[config.mk]
export PLATFORM = sky130hd
export DESIGN_NAME = trace_ring_top
export DESIGN_NICKNAME = d
export VERILOG_FILES = /design/src/rtl/trace_ring_pkg.sv /design/src/rtl/trace_ring_ctrl.sv /design/src/rtl/trace_ring_filter.sv /design/src/rtl/trace_ring_store.sv /design/src/rtl/trace_ring_top.sv
export SDC_FILE = /design/constraint.sdc
export NUM_CORES = 1
export LEC_CHECK = 0
export BUFFER_PORTS_ARGS = -buffer_cell sky130_fd_sc_hd__buf_4
export CORE_MARGIN = 8
export CORE_UTILIZATION = 45
export DETAILED_ROUTE_END_ITERATION = 16
export GPL_TIMING_DRIVEN = 0
export REMOVE_ABC_BUFFERS = 1
export SYNTH_ARGS = -nofsm -noshare
export SYNTH_HDL_FRONTEND = slang
export SYNTH_SLANG_ARGS = --single-unit
[constraint.sdc]
create_clock -name clk -period 9.8 [get_ports clk]
set_clock_uncertainty 0.15 [all_clocks]
set_input_delay 1.96 -clock clk [delete_from_list [all_inputs] [get_ports clk]]
set_output_delay 1.96 -clock clk [all_outputs]
set_load 0.05 [all_outputs]
[src/rtl/trace_ring_pkg.sv]
// Package: types and constants shared by the trace ring modules.
// Assumes the control register layout {sup_sv, sup_usr, en}, with en at bit 0.
package trace_ring_pkg;

    localparam int CTL_W = 3;

    typedef struct packed {
        logic sup_sv;   // bit 2: drop privilege-0 events
        logic sup_usr;  // bit 1: drop privilege 1..3 events
        logic en;       // bit 0: recording on
    } ring_ctl_t;

    localparam logic [1:0] PRIV_SUPERVISOR = 2'd0;

endpackage

[src/rtl/trace_ring_ctrl.sv]
// Module: holds the recording control register.
// Assumes a synchronous active-low reset. A write takes effect after the edge.
module trace_ring_ctrl
    import trace_ring_pkg::*;
(
    input  logic                clk,
    input  logic                rst_n,
    input  logic                wr_en,
    input  logic [CTL_W-1:0]    wr_data,
    output ring_ctl_t           ctl
);

    // Load the control value on a write and clear it on reset.
    always_ff @(posedge clk) begin
        if (!rst_n)
            ctl <= '0;
        else if (wr_en)
            ctl <= ring_ctl_t'(wr_data);
    end

endmodule

[src/rtl/trace_ring_filter.sv]
// Module: decides whether a presented event is recorded.
// Assumes privilege 0 is supervisor and every other level is user.
module trace_ring_filter
    import trace_ring_pkg::*;
(
    input  logic        evt_valid,
    input  logic [1:0]  evt_priv,
    input  ring_ctl_t   ctl,
    output logic        accept
);

    logic is_sv;
    logic blocked;

    // Pick the suppression bit that matches the event's privilege level.
    always_comb begin
        is_sv   = (evt_priv == PRIV_SUPERVISOR);
        blocked = is_sv ? ctl.sup_sv : ctl.sup_usr;
        accept  = evt_valid && ctl.en && !blocked;
    end

endmodule

[src/rtl/trace_ring_store.sv]
// Module: circular store of source/destination pairs with a newest-entry pointer.
// Assumes DEPTH >= 2. The pointer advances before the write, so after the
// edge it names the slot that was just written.
module trace_ring_store #(
    parameter int DEPTH = 16,
    parameter int AW    = 32,
    localparam int PW   = $clog2(DEPTH)
) (
    input  logic            clk,
    input  logic            rst_n,
    input  logic            wr_en,
    input  logic [AW-1:0]   wr_from,
    input  logic [AW-1:0]   wr_to,
    input  logic [PW-1:0]   rd_idx,
    output logic [AW-1:0]   rd_from,
    output logic [AW-1:0]   rd_to,
    output logic [PW-1:0]   tos
);

    localparam logic [PW-1:0] LAST = PW'(DEPTH - 1);

    logic [AW-1:0] slot_from [DEPTH];
    logic [AW-1:0] slot_to   [DEPTH];
    logic [PW-1:0] nxt;

    // Next pointer value, wrapping at the last slot.
    always_comb begin
        nxt = (tos == LAST) ? '0 : tos + PW'(1);
    end

    // Advance the pointer on every accepted event.
    always_ff @(posedge clk) begin
        if (!rst_n)
            tos <= '0;
        else if (wr_en)
            tos <= nxt;
    end

    // One register pair per slot, written only when the pointer moves onto it.
    for (genvar i = 0; i < DEPTH; i++) begin : g_slot
        always_ff @(posedge clk) begin
            if (!rst_n) begin
                slot_from[i] <= '0;
                slot_to[i]   <= '0;
            end else if (wr_en && nxt == PW'(i)) begin
                slot_from[i] <= wr_from;
                slot_to[i]   <= wr_to;
            end
        end
    end

    // Combinational read of the selected slot.
    always_comb begin
        rd_from = slot_from[rd_idx];
        rd_to   = slot_to[rd_idx];
    end

    // the pointer steps by exactly one, with wrap, on an accepted event.
    a_r4_tos_step: assert property (@(posedge clk) disable iff (!rst_n)
        wr_en |=> (tos == (($past(tos) == LAST) ? '0 : $past(tos) + PW'(1))));

    // the pointer holds when nothing is accepted.
    a_r4_tos_hold: assert property (@(posedge clk) disable iff (!rst_n)
        !wr_en |=> $stable(tos));

    // the newest slot holds the accepted pair after the edge.
    a_r5_pair_lands: assert property (@(posedge clk) disable iff (!rst_n)
        wr_en |=> (slot_from[tos] == $past(wr_from) && slot_to[tos] == $past(wr_to)));

endmodule

[src/rtl/trace_ring_top.sv]
// Module: top of the control-flow trace ring. It joins the control register,
// the privilege filter and the circular store.
// Assumes events are filtered by the control value held before any write in
// the same cycle.
module trace_ring_top
    import trace_ring_pkg::*;
#(
    parameter int DEPTH = 16,
    parameter int AW    = 32,
    localparam int PW   = $clog2(DEPTH)
) (
    input  logic                clk,
    input  logic                rst_n,
    input  logic                ctl_wr_en,
    input  logic [CTL_W-1:0]    ctl_wr_data,
    output logic [CTL_W-1:0]    ctl_q,
    input  logic                evt_valid,
    input  logic [1:0]          evt_priv,
    input  logic [AW-1:0]       evt_from,
    input  logic [AW-1:0]       evt_to,
    input  logic [PW-1:0]       rd_idx,
    output logic [AW-1:0]       rd_from,
    output logic [AW-1:0]       rd_to,
    output logic [PW-1:0]       tos
);

    ring_ctl_t ctl;
    logic      accept;

    trace_ring_ctrl u_ctrl (
        .clk     (clk),
        .rst_n   (rst_n),
        .wr_en   (ctl_wr_en),
        .wr_data (ctl_wr_data),
        .ctl     (ctl)
    );

    trace_ring_filter u_filter (
        .evt_valid (evt_valid),
        .evt_priv  (evt_priv),
        .ctl       (ctl),
        .accept    (accept)
    );

    trace_ring_store #(.DEPTH(DEPTH), .AW(AW)) u_store (
        .clk     (clk),
        .rst_n   (rst_n),
        .wr_en   (accept),
        .wr_from (evt_from),
        .wr_to   (evt_to),
        .rd_idx  (rd_idx),
        .rd_from (rd_from),
        .rd_to   (rd_to),
        .tos     (tos)
    );

    // Bring the control register out.
    always_comb ctl_q = ctl;

    // a control write shows on ctl_q after the edge.
    a_r2_ctl_load: assert property (@(posedge clk) disable iff (!rst_n)
        ctl_wr_en |=> (ctl_q == $past(ctl_wr_data)));

    // with recording off, an event does not move the pointer.
    a_r3_off_hold: assert property (@(posedge clk) disable iff (!rst_n)
        (evt_valid && !ctl_q[0]) |=> $stable(tos));

    // a suppressed user-level event does not move the pointer.
    a_r7_user_drop: assert property (@(posedge clk) disable iff (!rst_n)
        (evt_valid && ctl_q[1] && evt_priv != 2'd0) |=> $stable(tos));

    // a suppressed supervisor event does not move the pointer.
    a_r8_sv_drop: assert property (@(posedge clk) disable iff (!rst_n)
        (evt_valid && ctl_q[2] && evt_priv == 2'd0) |=> $stable(tos));

endmodule

Word level (Yosys, flattened, before mapping)
Memories as Yosys holds them, arrays and structs flattened.
Index checks and enable logic that the tools add are counted.
Cells by class
  equal/unequal tests: 16
  add/subtract/negate cells: 1
  reduce and logical (&&, ||, !) cells: 21
  mux-type cells: 83
  bitwise logic cells: 32
Operators with widths (count)
  $mux 32: 32
  $mux 1: 50
  $eq 4x4->1 const B: 9
  $or 1x1->1: 32
  $logic_and 1x1->1: 18
  $eq 4x3->1 const B: 4
  $eq 4x2->1 const B: 2
  $add 4x1->4 const B: 1
  $eq 4x1->1 const B: 1
  $logic_not 4->1: 1
  $mux 4: 1
  $logic_not 2->1: 1
  $logic_not 1->1: 1
Word-level totals
  output and inout bits: 71
  RAM bits: 1024
  flip-flop bits (word level): 7
  memories kept: 2
Memories
  u_store.slot_from: words 16, bits a word 32, rd ports 1, clocked after memory_dff 0, write ports 16, RTL line trace_ring_store.sv:22  | logic [AW-1:0] slot_from [DEPTH];
  u_store.slot_to: words 16, bits a word 32, rd ports 1, clocked after memory_dff 0, write ports 16, RTL line trace_ring_store.sv:23  | logic [AW-1:0] slot_to [DEPTH];

Depth between registers and ports, before layout
  depth in word-level cells: 9
  depth in mapped cells: 8

By module
From an unflattened synthesis, not the netlist that was laid out.
Unflattened totals
  cells, all modules: 3061
  area, all modules: 44246.2 µm²
Modules (own cells, without submodules)
  trace_ring_store: cells an instance 3048, area an instance 44114.8 µm², times used 1, seq. area each 30829.6 µm²
  trace_ring_ctrl: cells an instance 9, area an instance 108.9 µm², times used 1, seq. area each 60.1 µm²
  trace_ring_filter: cells an instance 4, area an instance 22.5 µm², times used 1, seq. area each 0.0 µm²

Worst setup path after synthesis
OpenSTA, ideal clock, no wires.
  path kind: input port to flip-flop
  start: in evt_priv[1]
  end: mem u_store.slot_from[1][0] (enable)
  path buffers: 1
  arrival time: 7.492 ns
  data required time: 9.076 ns
  cell stages on the path: 5
  setup time: 0.574 ns
  path slack: 1.583 ns
  cells stage by stage: o21a_2 > nor3_1 > buf_2 > nand2_1 > o21ai_0
RTL lines
  start: declaration: RTL line trace_ring_top.sv:18  | input logic [1:0] evt_priv,
  end: declaration: RTL line trace_ring_store.sv:22

Final worst setup path
  start: in rd_idx[0]
  end: out rd_from[17]
On the way
  word-level cells in the longest chain between the ends: 1
Ends and longest elaborated chain
  start: declaration: RTL line trace_ring_top.sv:21  | input logic [PW-1:0] rd_idx,
  $mem_v2 16x32
  end: declaration: RTL line trace_ring_top.sv:22  | output logic [AW-1:0] rd_from,
Every way passes these cells.

==> impl_results.md <==
- Period minus WS final: just over 7 ns
- Placed cell area: 49100 um2
- Buffers on Ports: between 100 and 150
- Global-route wire length before repair: 187000 um
- Via count: roughly 27000
- Synthesized cell area: 44300 um2
- Setup Viol. Count Final: 0
- Top-level I/O count: between 100 and 150
- Initial DRT Pass Iterations: 5
- Hold Crit Start: u_ctrl.ctl[0]
- WHS Path Cells: 2
- Number of CTS-inserted buffers: 105
- Sw frac: 0.224
- Startpoint of the worst register-to-register path: u_store.tos[0]
- Syn avg cell area: approximately 14 um2
- Register share of total power: 0.515
- Worst hold endpoint: u_ctrl.ctl[0]
- Net switching power: ~2.2 mW
- Synth async-reset ratio: 0
- Layout cells sized above 1: 0.216
- Rows: ~120
- Final net count: approximately 3300
- DIE AREA: ~110000 um2
- Crit start category: input pin
- Setup TNS Final: 0 ns
- Final WL: 127000 um
- DP HPWL: ~82000 um
- P&R area growth vs syn: 18.5%
- Post-layout power: roughly 9.8 mW
- Syn Inst Count: ~3100
- Routed length per instance: roughly 28 um
- CP Data Arrival Time: a little under 5 ns
- CTS Root Cell: clkbuf_16
- Seq/Total Area, Yosys: 0.698
- Number of synthesized flops with an enable pin: 1024
- Clock power share: 0.404
- Fmax: between 100 and 150 MHz
- Worst EP required: ~7.7 ns
- Power per cell area: ~190 nW/um2
- Grt total ovfl: 0
- Hold buffers post-CTS: 0
- Final hold viol count: 0
- Gpl congestion: ~0.75
- DR vias/cell: just under 6
- WS Path Type: input pin to output port
- Clock Sinks: just over 1000
- CTS tree: done
- Fin crit share: 0.723
- Logic gate share of total power: 0.081
- VDD IR-drop max: 0.000149 V
- Netlist cell types: 31
- CTS Buffer Depth: 3
- Max cap viols: 0
- Status: finished, final reports clean
- Top-area cell type share of the netlist area: 0.695
- Top cells by area, synth: edfxtp_1, mux4_2, nor2_1
- Fin. max-slew vios: 0
- R2r endpoint: u_store.slot_to[12][5]
- Post-synth top area cell: edfxtp_1
- Leakage: ~18 nW
- Finished Cell Area: between 50000 and 60000 um2
- Reg2reg setup slack: between 6 and 7 ns
- Routed Antenna Nets: 0
- Core footprint: a little under 100000 um2
- Die height: 330 um
- Total track usage: 0.235
- Initial DRC Count: 3502
- Post-CTS sizing: 0
- Commonest cells post-synth: nor2_1, edfxtp_1, nand2_1, mux4_2, a22oi_1
- Syn. warnings: 0
- Largest net degree at the start of global routing: 97
- Worst-Skew Late Latency: between 0.6 and 0.7 ns
- DRC: 0
- Vias in the first global route: 28600
- Initial antenna violation count: 11
- Cell-internal power: 7.58 mW
- Worst Path Max Fanout: between 70 and 80
- Worst slew pin tran: between 1 and 1.5 ns
- Postcts setup bufs: 0
- Seq cells post-synth: around 1000
- H-tree Lvls: 3
- Main synth FF type: edfxtp_1
- Rel. slew slack: 0.322
- Worst min path class: register to register
- Most numerous cell in the Yosys netlist: nor2_1
- RSZ-0062 raised after global routing: no
- Reg2reg path depth: 9
- Critical Path End Type: output port
- Initial Util: 0.452
- CTS clk-pin slew, worst paths: around 0.060 ns
- Die Wd: 330 um
## how the worst max path moves through the flow
stage / from / end / slack (ns)
finish: rd_idx[0] / rd_from[17] / 2.72
global route: rd_idx[0] / rd_from[17] / 2.40
CTS: rd_idx[0] / rd_from[17] / 2.56
detailed placement: rd_idx[0] / rd_from[17] / 2.57
global placement: u_store.tos[0] / u_store.slot_to[1][20] / -30.26
floorplan: u_store.tos[0] / u_store.slot_from[1][0] / -5.35
## state kept, by name, indices dropped and copies added (netlist names)
signal / flops
u_store.tos: 4
u_store.slot_from: 512
u_store.slot_to: 512
u_ctrl.ctl: 3
## layout make-up
class,count,area (um2)
Tap cell,1287,1610
Multi-Input combinational cell,1805,12600
Clock buffer,140,2840
Fill cell,7826,45500
Clock inverter,54,519
Timing Repair Buffer,284,3990
Inverter,2,7.51
Sequential cell,1031,30900
Antenna cell,4,10.0
## cell usage in the layout (no fill, tap or decap), drive strengths merged
cell type	synthesis	final
a21oi	1	1
buf	136	284
o211a	1	1
nor3b	1	1
nand2	336	336
and2	2	2
nand3b	5	5
nand2b	3	3
a31oi	2	2
ha	5	5
nor4	4	4
mux2i	6	6
clkinv	0	38
o21ai	14	14
nor2	1027	1027
o31ai	1	1
clkinvlp	0	4
and3	1	1
edfxtp	1024	1024
a2bb2oi	1	1
dfxtp	7	7
a22oi	128	128
clkbuf	91	140
mux4	256	256
nor3	2	2
inv	2	4
o2111ai	1	1
o21a	1	1
nor2b	7	7
diode	0	4
bufinv	0	10
## kinds of logic after synthesis
| group | after synthesis | synth area share |
|---|---|---|
| AO/OA/AOI/OAI | 150 | 0.0251 |
| adder cells (fa/ha/maj) | 5 | 0.00141 |
| buffers and inverters | 229 | 0.0230 |
| flip-flops | 1031 | 0.698 |
| multiplexers | 262 | 0.132 |
| AND/OR/NAND/NOR | 1388 | 0.121 |
## power by group through the flow
stage / registers [mW] / clock network [mW] / logic, mW
after floorplan: 5.13 / 0 / 0.386
after global placement: 5.19 / 0 / 0.728
after detailed placement: 5.12 / 0 / 0.796
after CTS: 5.03 / 4.01 / 0.797
after global routing: 5.04 / 4.17 / 0.824
final: 5.03 / 3.95 / 0.788
## worst max-delay path, stage by stage
cell and delay, ns:
buf_8 0.40, buf_16 0.50, buf_16 0.35, buf_16 0.36, mux4_2 0.56, a22oi_1 0.23
nand2_1 0.19, buf_4 0.24
## stage by stage
step | hold slack (ns) | util | cells | setup slack [ns]
2_1_floorplan | 0.599 | - | 2838 | -5.35
3_3_place_gp | 0.373 | 0.469 | 4272 | -30.26
3_5_place_dp | 0.387 | 0.501 | 4409 | 2.57
4_1_cts | 0.395 | 0.535 | 4603 | 2.56
5_1_grt | 0.436 | 0.535 | 4605 | 2.40
6_report | 0.391 | 0.535 | 4607 | 2.72
## layer usage
layer  vias to the layer above  track usage  part of all wire
met4                        14       0.0673             0.024
met5                         -            0           0.00072
li1                      11600            -                 -
met1                     14000        0.321              0.39
met2                      1553        0.382              0.48
met3                       237       0.0475              0.10
(Power assumes the default switching activity.)
